===== src/rtl/rxf_pkg.sv =====
package rxf_pkg;
  localparam logic [7:0]  CMD_CODE  = 8'hCA;
  localparam logic [15:0] SYNC_WORD = 16'h2DD4;
  localparam logic [3:0]  THR_RESET = 4'd8;

  typedef struct packed {
    logic [3:0] thr;
    logic       start_free;
    logic       fill_en;
    logic       glitch_dis;
  } cfg_t;

  // Threshold of zero behaves as one stored bit
  function automatic logic [4:0] irq_floor(input logic [3:0] thr);
    return (thr == 4'd0) ? 5'd1 : {1'b0, thr};
  endfunction
endpackage


===== src/rtl/rxf_cfg.sv =====
module rxf_cfg
  import rxf_pkg::*;
(
  input  logic        clk,
  input  logic        rst_n,
  input  logic        cfg_valid,
  input  logic [15:0] cfg_word,
  output cfg_t        cfg,
  output logic        cmd_hit,
  output logic        flush
);
  assign cmd_hit = cfg_valid && (cfg_word[15:8] == CMD_CODE);
  assign flush   = cmd_hit && !cfg_word[1];

  always_ff @(posedge clk) begin
    if (!rst_n) begin
      cfg.thr        <= THR_RESET;
      cfg.start_free <= 1'b0;
      cfg.fill_en    <= 1'b0;
      cfg.glitch_dis <= 1'b0;
    end else if (cmd_hit) begin
      cfg.thr        <= cfg_word[7:4];
      cfg.start_free <= cfg_word[2];
      cfg.fill_en    <= cfg_word[1];
      cfg.glitch_dis <= cfg_word[0];
    end
  end
endmodule


===== src/rtl/rxf_sync.sv =====
module rxf_sync #(
  parameter int          W       = 16,
  parameter logic [15:0] PATTERN = 16'h2DD4
) (
  input  logic clk,
  input  logic rst_n,
  input  logic en,
  input  logic flush,
  input  logic bit_valid,
  input  logic bit_in,
  output logic hit,
  output logic locked
);
  logic [W-1:0] sr;
  logic [W-1:0] window;

  assign window = {sr[W-2:0], bit_in};
  assign hit    = en && bit_valid && (window == PATTERN[W-1:0]);

  always_ff @(posedge clk) begin
    if (!rst_n || flush || !en) begin
      sr     <= '0;
      locked <= 1'b0;
    end else if (bit_valid) begin
      sr <= window;
      if (hit) locked <= 1'b1;
    end
  end
endmodule


===== src/rtl/rxf_bitq.sv =====
module rxf_bitq #(
  parameter int DEPTH = 16,
  parameter int RD_W  = 8,
  localparam int LW   = $clog2(DEPTH + 1),
  localparam int IW   = $clog2(DEPTH)
) (
  input  logic            clk,
  input  logic            rst_n,
  input  logic            flush,
  input  logic            push,
  input  logic            bit_in,
  input  logic            pop,
  input  logic            stat_clr,
  output logic [LW-1:0]   level,
  output logic [RD_W-1:0] rd_data,
  output logic            ovr,
  output logic            drop
);
  logic [DEPTH-1:0] q, q_next;
  logic [LW-1:0]    pop_n, lvl_after;
  logic             take;
  logic [IW-1:0]    idx;

  always_comb begin
    if (!pop || level == '0) pop_n = '0;
    else if (level >= LW'(RD_W)) pop_n = LW'(RD_W);
    else pop_n = LW'(1);
  end

  assign lvl_after = level - pop_n;
  assign take      = push && (lvl_after < LW'(DEPTH));
  assign drop      = push && !take;
  assign idx       = lvl_after[IW-1:0];

  always_comb begin
    q_next = q >> pop_n;
    if (take) q_next[idx] = bit_in;
  end

  always_comb begin
    rd_data = '0;
    if (level >= LW'(RD_W)) begin
      for (int i = 0; i < RD_W; i++) rd_data[RD_W-1-i] = q[i];
    end else if (level != '0) begin
      rd_data[0] = q[0];
    end
  end

  always_ff @(posedge clk) begin
    if (!rst_n || flush) begin
      q     <= '0;
      level <= '0;
    end else begin
      q     <= q_next;
      level <= lvl_after + LW'(take);
    end
  end

  always_ff @(posedge clk) begin
    if (!rst_n) ovr <= 1'b0;
    else if (drop) ovr <= 1'b1;
    else if (stat_clr) ovr <= 1'b0;
  end
endmodule


===== src/rtl/rx_bit_fifo.sv =====
module rx_bit_fifo
  import rxf_pkg::*;
#(
  parameter int DEPTH = 16,
  parameter int RD_W  = 8,
  localparam int LW   = $clog2(DEPTH + 1)
) (
  input  logic            clk,
  input  logic            rst_n,
  input  logic            cfg_valid,
  input  logic [15:0]     cfg_word,
  input  logic            rx_valid,
  input  logic            rx_bit,
  input  logic            rd_req,
  input  logic            stat_rd,
  output logic [RD_W-1:0] rd_data,
  output logic [LW-1:0]   level,
  output logic            irq,
  output logic            ovr,
  output logic            fill_active,
  output logic            glitch_rst_dis
);
  cfg_t cfg;
  logic cmd_hit, flush, sync_hit, locked, push, drop;

  rxf_cfg u_cfg (
    .clk(clk), .rst_n(rst_n), .cfg_valid(cfg_valid), .cfg_word(cfg_word),
    .cfg(cfg), .cmd_hit(cmd_hit), .flush(flush)
  );

  rxf_sync #(.W(16), .PATTERN(SYNC_WORD)) u_sync (
    .clk(clk), .rst_n(rst_n), .en(cfg.fill_en), .flush(flush),
    .bit_valid(rx_valid), .bit_in(rx_bit), .hit(sync_hit), .locked(locked)
  );

  assign fill_active = cfg.fill_en && (cfg.start_free || locked);
  assign push        = rx_valid && fill_active;

  rxf_bitq #(.DEPTH(DEPTH), .RD_W(RD_W)) u_q (
    .clk(clk), .rst_n(rst_n), .flush(flush), .push(push), .bit_in(rx_bit),
    .pop(rd_req), .stat_clr(stat_rd), .level(level), .rd_data(rd_data),
    .ovr(ovr), .drop(drop)
  );

  assign irq            = level >= LW'(irq_floor(cfg.thr));
  assign glitch_rst_dis = cfg.glitch_dis;
endmodule


===== config.mk =====
export PLATFORM = sky130hd
export DESIGN_NAME = rx_bit_fifo
export DESIGN_NICKNAME = d
export VERILOG_FILES = /design/src/rtl/rxf_pkg.sv /design/src/rtl/rxf_cfg.sv /design/src/rtl/rxf_sync.sv /design/src/rtl/rxf_bitq.sv /design/src/rtl/rx_bit_fifo.sv
export SDC_FILE = /design/constraint.sdc
export NUM_CORES = 1
export LEC_CHECK = 0
export BUFFER_PORTS_ARGS = -buffer_cell sky130_fd_sc_hd__buf_2
export CAP_MARGIN = 40
export CORE_UTILIZATION = 30
export DETAILED_ROUTE_END_ITERATION = 6
export PLACE_DENSITY_LB_ADDON = 0.3
export SETUP_SLACK_MARGIN = 0.1
export SYNTH_ARGS = -nofsm -noshare
export SYNTH_HDL_FRONTEND = slang
export SYNTH_SLANG_ARGS = --single-unit

===== constraint.sdc =====
create_clock -name clk -period 3.6 [get_ports clk]
set_input_delay 0.72 -clock clk [delete_from_list [all_inputs] [get_ports clk]]
set_output_delay 0.72 -clock clk [all_outputs]
set_load 0.01 [all_outputs]

==> results of run 1 <==
stage by stage:
| step | util [%] | instance area [µm²] |
|---|---|---|
| after global placement | 35.16 | 2731 |
| final | 36.66 | 2848 |
| after CTS | 36.66 | 2848 |
| after global routing | 36.66 | 2848 |
| after floorplan | - | 2416 |
| after detailed placement | 35.16 | 2731 |
layout by cell type, fill, tap and decap left out, types with 2 or more instances in the layout:
cell type | Yosys | final
sky130_fd_sc_hd__a21oi_1 | 3 | 3
sky130_fd_sc_hd__a22o_1 | 4 | 4
sky130_fd_sc_hd__a22oi_1 | 4 | 4
sky130_fd_sc_hd__and2_1 | 11 | 11
sky130_fd_sc_hd__buf_2 | 5 | 38
sky130_fd_sc_hd__buf_4 | 1 | 8
sky130_fd_sc_hd__clkbuf_8 | 0 | 5
sky130_fd_sc_hd__dfxtp_1 | 45 | 45
sky130_fd_sc_hd__ha_1 | 9 | 9
sky130_fd_sc_hd__inv_1 | 9 | 9
sky130_fd_sc_hd__inv_6 | 0 | 2
sky130_fd_sc_hd__mux2i_1 | 32 | 32
sky130_fd_sc_hd__nand2_1 | 15 | 15
sky130_fd_sc_hd__nand2b_1 | 4 | 4
sky130_fd_sc_hd__nand3_1 | 5 | 5
sky130_fd_sc_hd__nand4_1 | 3 | 3
sky130_fd_sc_hd__nand4b_1 | 2 | 2
sky130_fd_sc_hd__nor2_1 | 33 | 33
sky130_fd_sc_hd__nor2b_1 | 6 | 6
sky130_fd_sc_hd__nor3_1 | 9 | 9
sky130_fd_sc_hd__nor3b_1 | 3 | 3
sky130_fd_sc_hd__nor4_1 | 7 | 7
sky130_fd_sc_hd__o211ai_1 | 9 | 9
sky130_fd_sc_hd__o21ai_0 | 11 | 11
sky130_fd_sc_hd__o22ai_1 | 2 | 2
sky130_fd_sc_hd__o311a_1 | 4 | 4
sky130_fd_sc_hd__o31ai_1 | 4 | 4
sky130_fd_sc_hd__xnor2_1 | 4 | 4
power by group:
part / total, mW / switching (mW) / internal (mW)
Combinational: 1.03 / 0.652 / 0.375
Clock: 0.398 / 0.186 / 0.212
Sequential: 0.616 / 0.0576 / 0.558
Total: 2.04 / 0.896 / 1.15
final cells by class:
type,count,area [µm²],share of cell area (%)
multi-input combinational,204,1415,49.69
sequential,45,900.9,31.63
timing repair buffer,46,250.2,8.787
tap,102,127.6,4.482
clock buffer,5,68.82,2.417
clock inverter,3,47.55,1.670
inverter,10,37.54,1.318
flip-flops by register name (all words and copies together) (netlist names):
signal,flops
u_q.q,16
u_q.level,5
u_sync.sr,15
u_sync.locked,1
u_q.ovr,1
u_cfg.cfg,7
kinds of logic after synthesis:
group,count (synthesis)
mux,32
simple gates,108
buf+inv,22
xor+xnor,4
flops,45
compound gates,51
fa+ha+maj,9
layer usage:
layer  vias up  routed length [µm]
met4         0                  56
met2        33                2698
met3         4                 177
li1       1069                   -
met1       995                2661
met5         -                   0
worst paths after layout:
| kind | end | start | cells past startpoint | slack, ns |
|---|---|---|---|---|
| worst max-delay path | u_q.level[4] | u_q.level[4] | 12 | 0.46 |
| worst min-delay path | u_cfg.cfg[6] | u_cfg.cfg[6] | 2 | 0.49 |
| worst max register to register | u_q.level[4] | u_q.level[4] | 12 | 0.46 |
| worst min register to register | u_cfg.cfg[6] | u_cfg.cfg[6] | 2 | 0.49 |
critical path, stage by stage (launching register included):
cell and delay [ns]:
sky130_fd_sc_hd__dfxtp_1 0.39, sky130_fd_sc_hd__or2_1 0.31, sky130_fd_sc_hd__nor3b_2 0.24, sky130_fd_sc_hd__ha_1 0.22
sky130_fd_sc_hd__ha_1 0.25, sky130_fd_sc_hd__nand2b_4 0.09, sky130_fd_sc_hd__a211oi_1 0.36, sky130_fd_sc_hd__or3_1 0.38
sky130_fd_sc_hd__inv_2 0.13, sky130_fd_sc_hd__ha_1 0.21, sky130_fd_sc_hd__ha_1 0.22, sky130_fd_sc_hd__a21o_1 0.16
sky130_fd_sc_hd__a21oi_1 0.11
==> summary.txt, run 1 <==
Yosys
  • Synth Flop Type: sky130_fd_sc_hd__dfxtp_1
  • Mapped Avg Cell Area: 8.915 µm²
  • Mux share of post-synthesis cell area: 13.26%
  • Post-synthesis compound-gate area fraction: 15.43%
  • Synthesized-area fraction occupied by adder cells: 4.661%
  • Largest family of logic cells by synthesized area: simple AND/OR/NAND/NOR gates
  • Number of synthesized flops with an enable pin: 0
  • Commonest cells in the netlist: sky130_fd_sc_hd__dfxtp_1, sky130_fd_sc_hd__nor2_1, sky130_fd_sc_hd__mux2i_1, sky130_fd_sc_hd__nand2_1
  • Top-area cell type share of the netlist area: 37.29%
  • Post-synthesis sequential area ratio: 37.29%
  • Post-synthesis share of cell area spent on and, or, nand and nor gates: 23.77%
  • Syn Std Cell Area: 2416 µm²
  • Synthesized instance count: 271
  • Number of register bits inferred by synthesis: 45
  • Number of distinct library cells after synthesis: 50
  • XOR/XNOR Fraction of Synth Area: 1.450%
  • Top post-synthesis cells by area: sky130_fd_sc_hd__dfxtp_1, sky130_fd_sc_hd__mux2i_1, sky130_fd_sc_hd__nor2_1
  • Total of warnings raised by yosys: 0
  • Async S/R FF share, synth: 0%
  • Leading cell type by number of instances after synthesis: sky130_fd_sc_hd__dfxtp_1
  • Total nets after synthesis: 303
  • Most area-hungry cell type in the Yosys netlist: sky130_fd_sc_hd__dfxtp_1

Global routing
  • M2 GR Usage: 23.68%
  • Overflow after GRT: 0
  • Most heavily used metal layer in global routing: met2
  • Number of antenna violations at the first check in global routing: 0
  • Tot GR Track Use: 13.86%
  • First-pass GRT wire length: 9.390 mm
  • Number of global-route vias before repair: 1,947
  • Met1 track demand over resource in global routing: 17.86%
  • Largest net degree at the start of global routing: 20
  • Met3 track demand over resource in global routing: 2.239%

Final layout
  • Fill cell instance count of the final layout: 833
  • Synthesis-to-layout area growth: 17.87%
  • Ant diodes: 0
  • Number of non-filler instances in the completed layout: 415
  • Final Net Count: 344
  • Share of layout cells above drive strength 1: 19.17%

Floorplanning
  • Overall die area: 8416 µm²
  • I/O pin total: 40
  • FP Rows: 32
  • Horizontal die dimension: 91.74 µm
  • Vertical die dimension: 91.74 µm
  • Core Region: 7767 µm²
  • Initial Utilization: 31.11%

Timing
  • Fin crit period: 3.140 ns
  • Worst-case setup margin in the final layout: 0.4600 ns
  • Relative max-transition margin: 46.24%
  • Min Hold Slack: 0.4886 ns
  • Final worst clock skew: 0.008666 ns
  • Setup TNS: 0 ns
  • Crit share post-route: 87.22%
  • Setup repair after global routing missed its margin: false
  • Peak clock frequency supported by timing: 0.3185 GHz
  • Number of pins with negative max-slew slack in the final report: 0
  • Pin slew with the least headroom to its limit: 0.7977 ns
  • Total count of hold-check failures in the final report: 0
  • Number of setup violations in the final report: 0

Drt
  • Length of the first detailed-routing pass in iterations: 4
  • Post-route ant nets: 0
  • DRC viols: 0
  • Ratio of routed vias to standard cells: 5.063
  • Detailed Route Iter0 Violations: 116
  • WL per Instance: 13.48 µm
  • Overall routed net length: 5.594 mm
  • Count of vias placed by the detailed router: 2,101

Hold path
  • Worst hold-check path type: reg -> reg

Critical path
  • Crit end category: flop
  • Data required time of the worst path: 3.83 ns
  • Category of the most critical setup path: reg -> reg
  • Worst Path Max Fanout: 10
  • Data arrival time of the critical path: 3.37 ns
  • Setup crit start kind: flop

Placed design
  • Number of buffers inserted by port buffering: 38
  • Placer congestion estimate: 0.8166
  • Minimum setup slack after placement: 0.2921 ns
  • DP Wirelength: 4.171 mm
  • Cell total after placement: 407

Clock network
  • Total clock sinks: 45
  • Post-CTS Setup Bufs: 0
  • H-Tree Depth: 2
  • Total CTS buffers: 5
  • Clk slew on worst S/H paths: 0.09 ns
  • Root buffer cell: sky130_fd_sc_hd__clkbuf_8
  • Largest buffer count on any clock path: 2
  • Number of hold buffers added after cts: 0
  • TritonCTS clock tree: built
  • Later-pin clock latency in the skew report: 0.30 ns
  • Post-cts gate resize count: 0

Power
  • Post-route total power: 2.041 mW
  • VDD IR max: 0.2673 mV
  • PwrDens: 716.9 nW/µm²
  • Leakage power: 1.224 nW

Outcome
  • Outcome: complete, no violations

Flow run
  • Number of violations of the max-capacitance limit: 0
Note: power is estimated with default switching activity, not from simulation.
==> run 2, diff against run 1 <==
--- a/config.mk
+++ b/config.mk
@@ -7,7 +7,9 @@
 export LEC_CHECK = 0
 export BUFFER_PORTS_ARGS = -buffer_cell sky130_fd_sc_hd__buf_2
 export CAP_MARGIN = 40
+export CORE_MARGIN = 2
 export CORE_UTILIZATION = 30
+export CTS_BUF_LIST = sky130_fd_sc_hd__clkbuf_4 sky130_fd_sc_hd__clkbuf_8
 export DETAILED_ROUTE_END_ITERATION = 6
 export PLACE_DENSITY_LB_ADDON = 0.3
 export SETUP_SLACK_MARGIN = 0.1
==> run 2 against run 1 <==
Register-to-register slack barely moved. Highest routed layer unchanged. Global-route usage down 0.80 points. Sequential share of layout area is 0.098 points higher. Largest cell class unchanged. Combinational power is essentially flat. Total power down 1.6%. Non-clock buffer count did not move. Critical path depth unchanged.
==> summary.txt, run 2 (same netlist as run 1, synthesis figures left out) <==
Outcome
  • Outcome: complete, no violations

Critical path
  • Data arrival time of the critical path: 3.30 ns (-0.07 ns)
  • CP Capture Point: u_q.level[2]
  • Setup crit start kind: flop
  • Category of the most critical setup path: reg -> reg
  • Data required time of the worst path: 3.77 ns (-0.06 ns)
  • Start point of the critical path: u_q.level[4]
  • Worst R2R End: u_q.level[2]
  • Register-to-register path setup slack: 0.47 ns (about the same)
  • Beginning of the worst register-to-register path: u_q.level[4]
  • Worst Path Max Fanout: 10 (unchanged)
  • Crit end category: flop
  • R2R cell count: 12 (unchanged)

Timing
  • Final worst clock skew: 0.006071 ns (-0.002596 ns)
  • Pin slew with the least headroom to its limit: 0.8132 ns (+0.01546 ns)
  • Crit share post-route: 86.97% (-0.25 points)
  • Worst-case setup margin in the final layout: 0.4691 ns (+0.009134 ns)
  • Setup TNS: 0 ns (unchanged)
  • Fin crit period: 3.131 ns (-0.009134 ns)
  • Setup repair after global routing missed its margin: false
  • Total count of hold-check failures in the final report: 0 (unchanged)
  • Relative max-transition margin: 45.20% (-1.0 points)
  • Min Hold Slack: 0.4786 ns (-0.009959 ns)
  • Peak clock frequency supported by timing: 0.3194 GHz (+0.29%)
  • Number of pins with negative max-slew slack in the final report: 0 (unchanged)
  • Number of setup violations in the final report: 0 (unchanged)

Final layout
  • Largest registers: u_q.q (16), u_sync.sr (15), u_cfg.cfg (7)
  • Most used cells in the layout excluding fill and tap cells: sky130_fd_sc_hd__dfxtp_1, sky130_fd_sc_hd__buf_2, sky130_fd_sc_hd__nor2_1
  • Final Net Count: 344 (unchanged)
  • Number of flip-flops under the largest register name: 16 (unchanged)
  • Share of layout cells above drive strength 1: 18.91% (-0.26 points)
  • Ant diodes: 0 (unchanged)
  • Synthesis-to-layout area growth: 17.50%
  • Most frequent standard cell in the layout excluding fill and tap cells: sky130_fd_sc_hd__dfxtp_1
  • Number of non-filler instances in the completed layout: 414 (-0.24%)
  • Largest register by flop count: u_q.q

Drt
  • Length of the first detailed-routing pass in iterations: 4 (unchanged)
  • Count of vias placed by the detailed router: 2,107 (+0.29%)
  • DRC viols: 0 (unchanged)
  • Detailed Route Iter0 Violations: 101 (-13%)
  • Post-route ant nets: 0 (unchanged)
  • Ratio of routed vias to standard cells: 5.089 (+0.53%)
  • Overall routed net length: 5.531 mm (-1.1%)
  • WL per Instance: 13.36 µm (-0.89%)

Power
  • PwrDens: 707.3 nW/µm² (-1.3%)
  • VDD IR max: 0.2426 mV (-9.2%)
  • Post-route total power: 2.008 mW (-1.6%)
  • Leakage power: 1.219 nW (-0.42%)

Placed design
  • Minimum setup slack after placement: 0.3284 ns (+0.03633 ns)
  • DP Wirelength: 4.191 mm (+0.47%)
  • Placer congestion estimate: 0.8341 (+2.1%)
  • Cell total after placement: 407 (unchanged)
  • Number of buffers inserted by port buffering: 38 (unchanged)

Clock network
  • Largest buffer count on any clock path: 2 (unchanged)
  • Clk slew on worst S/H paths: 0.08 ns (about the same)
  • H-Tree Depth: 2 (unchanged)
  • Number of hold buffers added after cts: 0 (unchanged)
  • Total CTS buffers: 5 (unchanged)
  • Later-pin clock latency in the skew report: 0.30 ns (about the same)
  • Post-CTS Setup Bufs: 0 (unchanged)
  • Post-cts gate resize count: 0 (unchanged)
  • TritonCTS clock tree: built
  • Total clock sinks: 45 (unchanged)
  • Root buffer cell: sky130_fd_sc_hd__clkbuf_8

Global routing
  • Largest net degree at the start of global routing: 20 (unchanged)
  • Overflow after GRT: 0 (unchanged)
  • Number of antenna violations at the first check in global routing: 0 (unchanged)
  • Number of global-route vias before repair: 1,988 (+2.1%)
  • Tot GR Track Use: 13.06% (-0.80 points)
  • First-pass GRT wire length: 9.225 mm (-1.8%)

Floorplanning
  • Overall die area: 8787 µm² (+4.4%)
  • I/O pin total: 40 (unchanged)
  • Horizontal die dimension: 93.74 µm (+2.2%)
  • Initial Utilization: 31.11% (unchanged)
  • FP Rows: 32 (unchanged)
  • Vertical die dimension: 93.74 µm (+2.2%)
  • Core Region: 7767 µm² (unchanged)

Hold path
  • Worst hold-check path type: reg -> reg

Flow run
  • Number of violations of the max-capacitance limit: 0 (unchanged)
[run 2: worst max-delay path: stages (launching register included)]
cell	delay [ns]
sky130_fd_sc_hd__dfxtp_1	0.38
sky130_fd_sc_hd__or2_1	0.30
sky130_fd_sc_hd__nor3b_2	0.23
sky130_fd_sc_hd__ha_1	0.22
sky130_fd_sc_hd__ha_1	0.26
sky130_fd_sc_hd__nand2b_4	0.09
sky130_fd_sc_hd__a211oi_1	0.37
sky130_fd_sc_hd__or3_1	0.39
sky130_fd_sc_hd__inv_2	0.12
sky130_fd_sc_hd__ha_1	0.21
sky130_fd_sc_hd__ha_1	0.23
sky130_fd_sc_hd__xnor2_1	0.16
sky130_fd_sc_hd__nor2_1	0.05
[run 2: power breakdown]
part	leakage (nW)	switching (mW)	internal (mW)
combinational	0.801	0.646	0.374
clock	0.0546	0.168	0.205
sequential	0.364	0.0558	0.558
[run 2: cell type report]
class	count	area (µm²)
Sequential cell	45	900.9
Timing Repair Buffer	46	250.2
Clock inverter	2	38.79
Multi-Input combinational cell	204	1415
Clock buffer	5	68.82
Inverter	10	37.54
Tap cell	102	127.6
Fill cell	812	4928
[run 2: how the worst min path moves through the flow]
stage / from / endpoint / slack (ns) / depth (start not counted)
finish: u_cfg.cfg[6] / u_cfg.cfg[6] / 0.48 / 2
global route: u_cfg.cfg[6] / u_cfg.cfg[6] / 0.54 / 2
CTS: u_cfg.cfg[6] / u_cfg.cfg[6] / 0.48 / 2
detailed placement: u_cfg.cfg[6] / u_cfg.cfg[6] / 0.46 / 2
global placement: u_cfg.cfg[6] / u_cfg.cfg[6] / 0.46 / 2
floorplan: u_cfg.cfg[6] / u_cfg.cfg[6] / 0.44 / 2
[run 2: routing by layer]
metal  wire (µm)  GRT usage (%)  vias up
met5           0              0        -
met4         132          4.952        0
met3         273          2.970        9
met2        2638          21.61       43
met1        2487          16.49      992
li1            -              -     1063
[run 2: metrics by stage]
| step | util (%) | area (µm²) |
|---|---|---|
| 2_1_floorplan | - | 2416 |
| 3_3_place_gp | 35.16 | 2731 |
| 3_5_place_dp | 35.16 | 2731 |
| 4_1_cts | 36.55 | 2839 |
| 5_1_grt | 36.55 | 2839 |
| 6_report | 36.55 | 2839 |
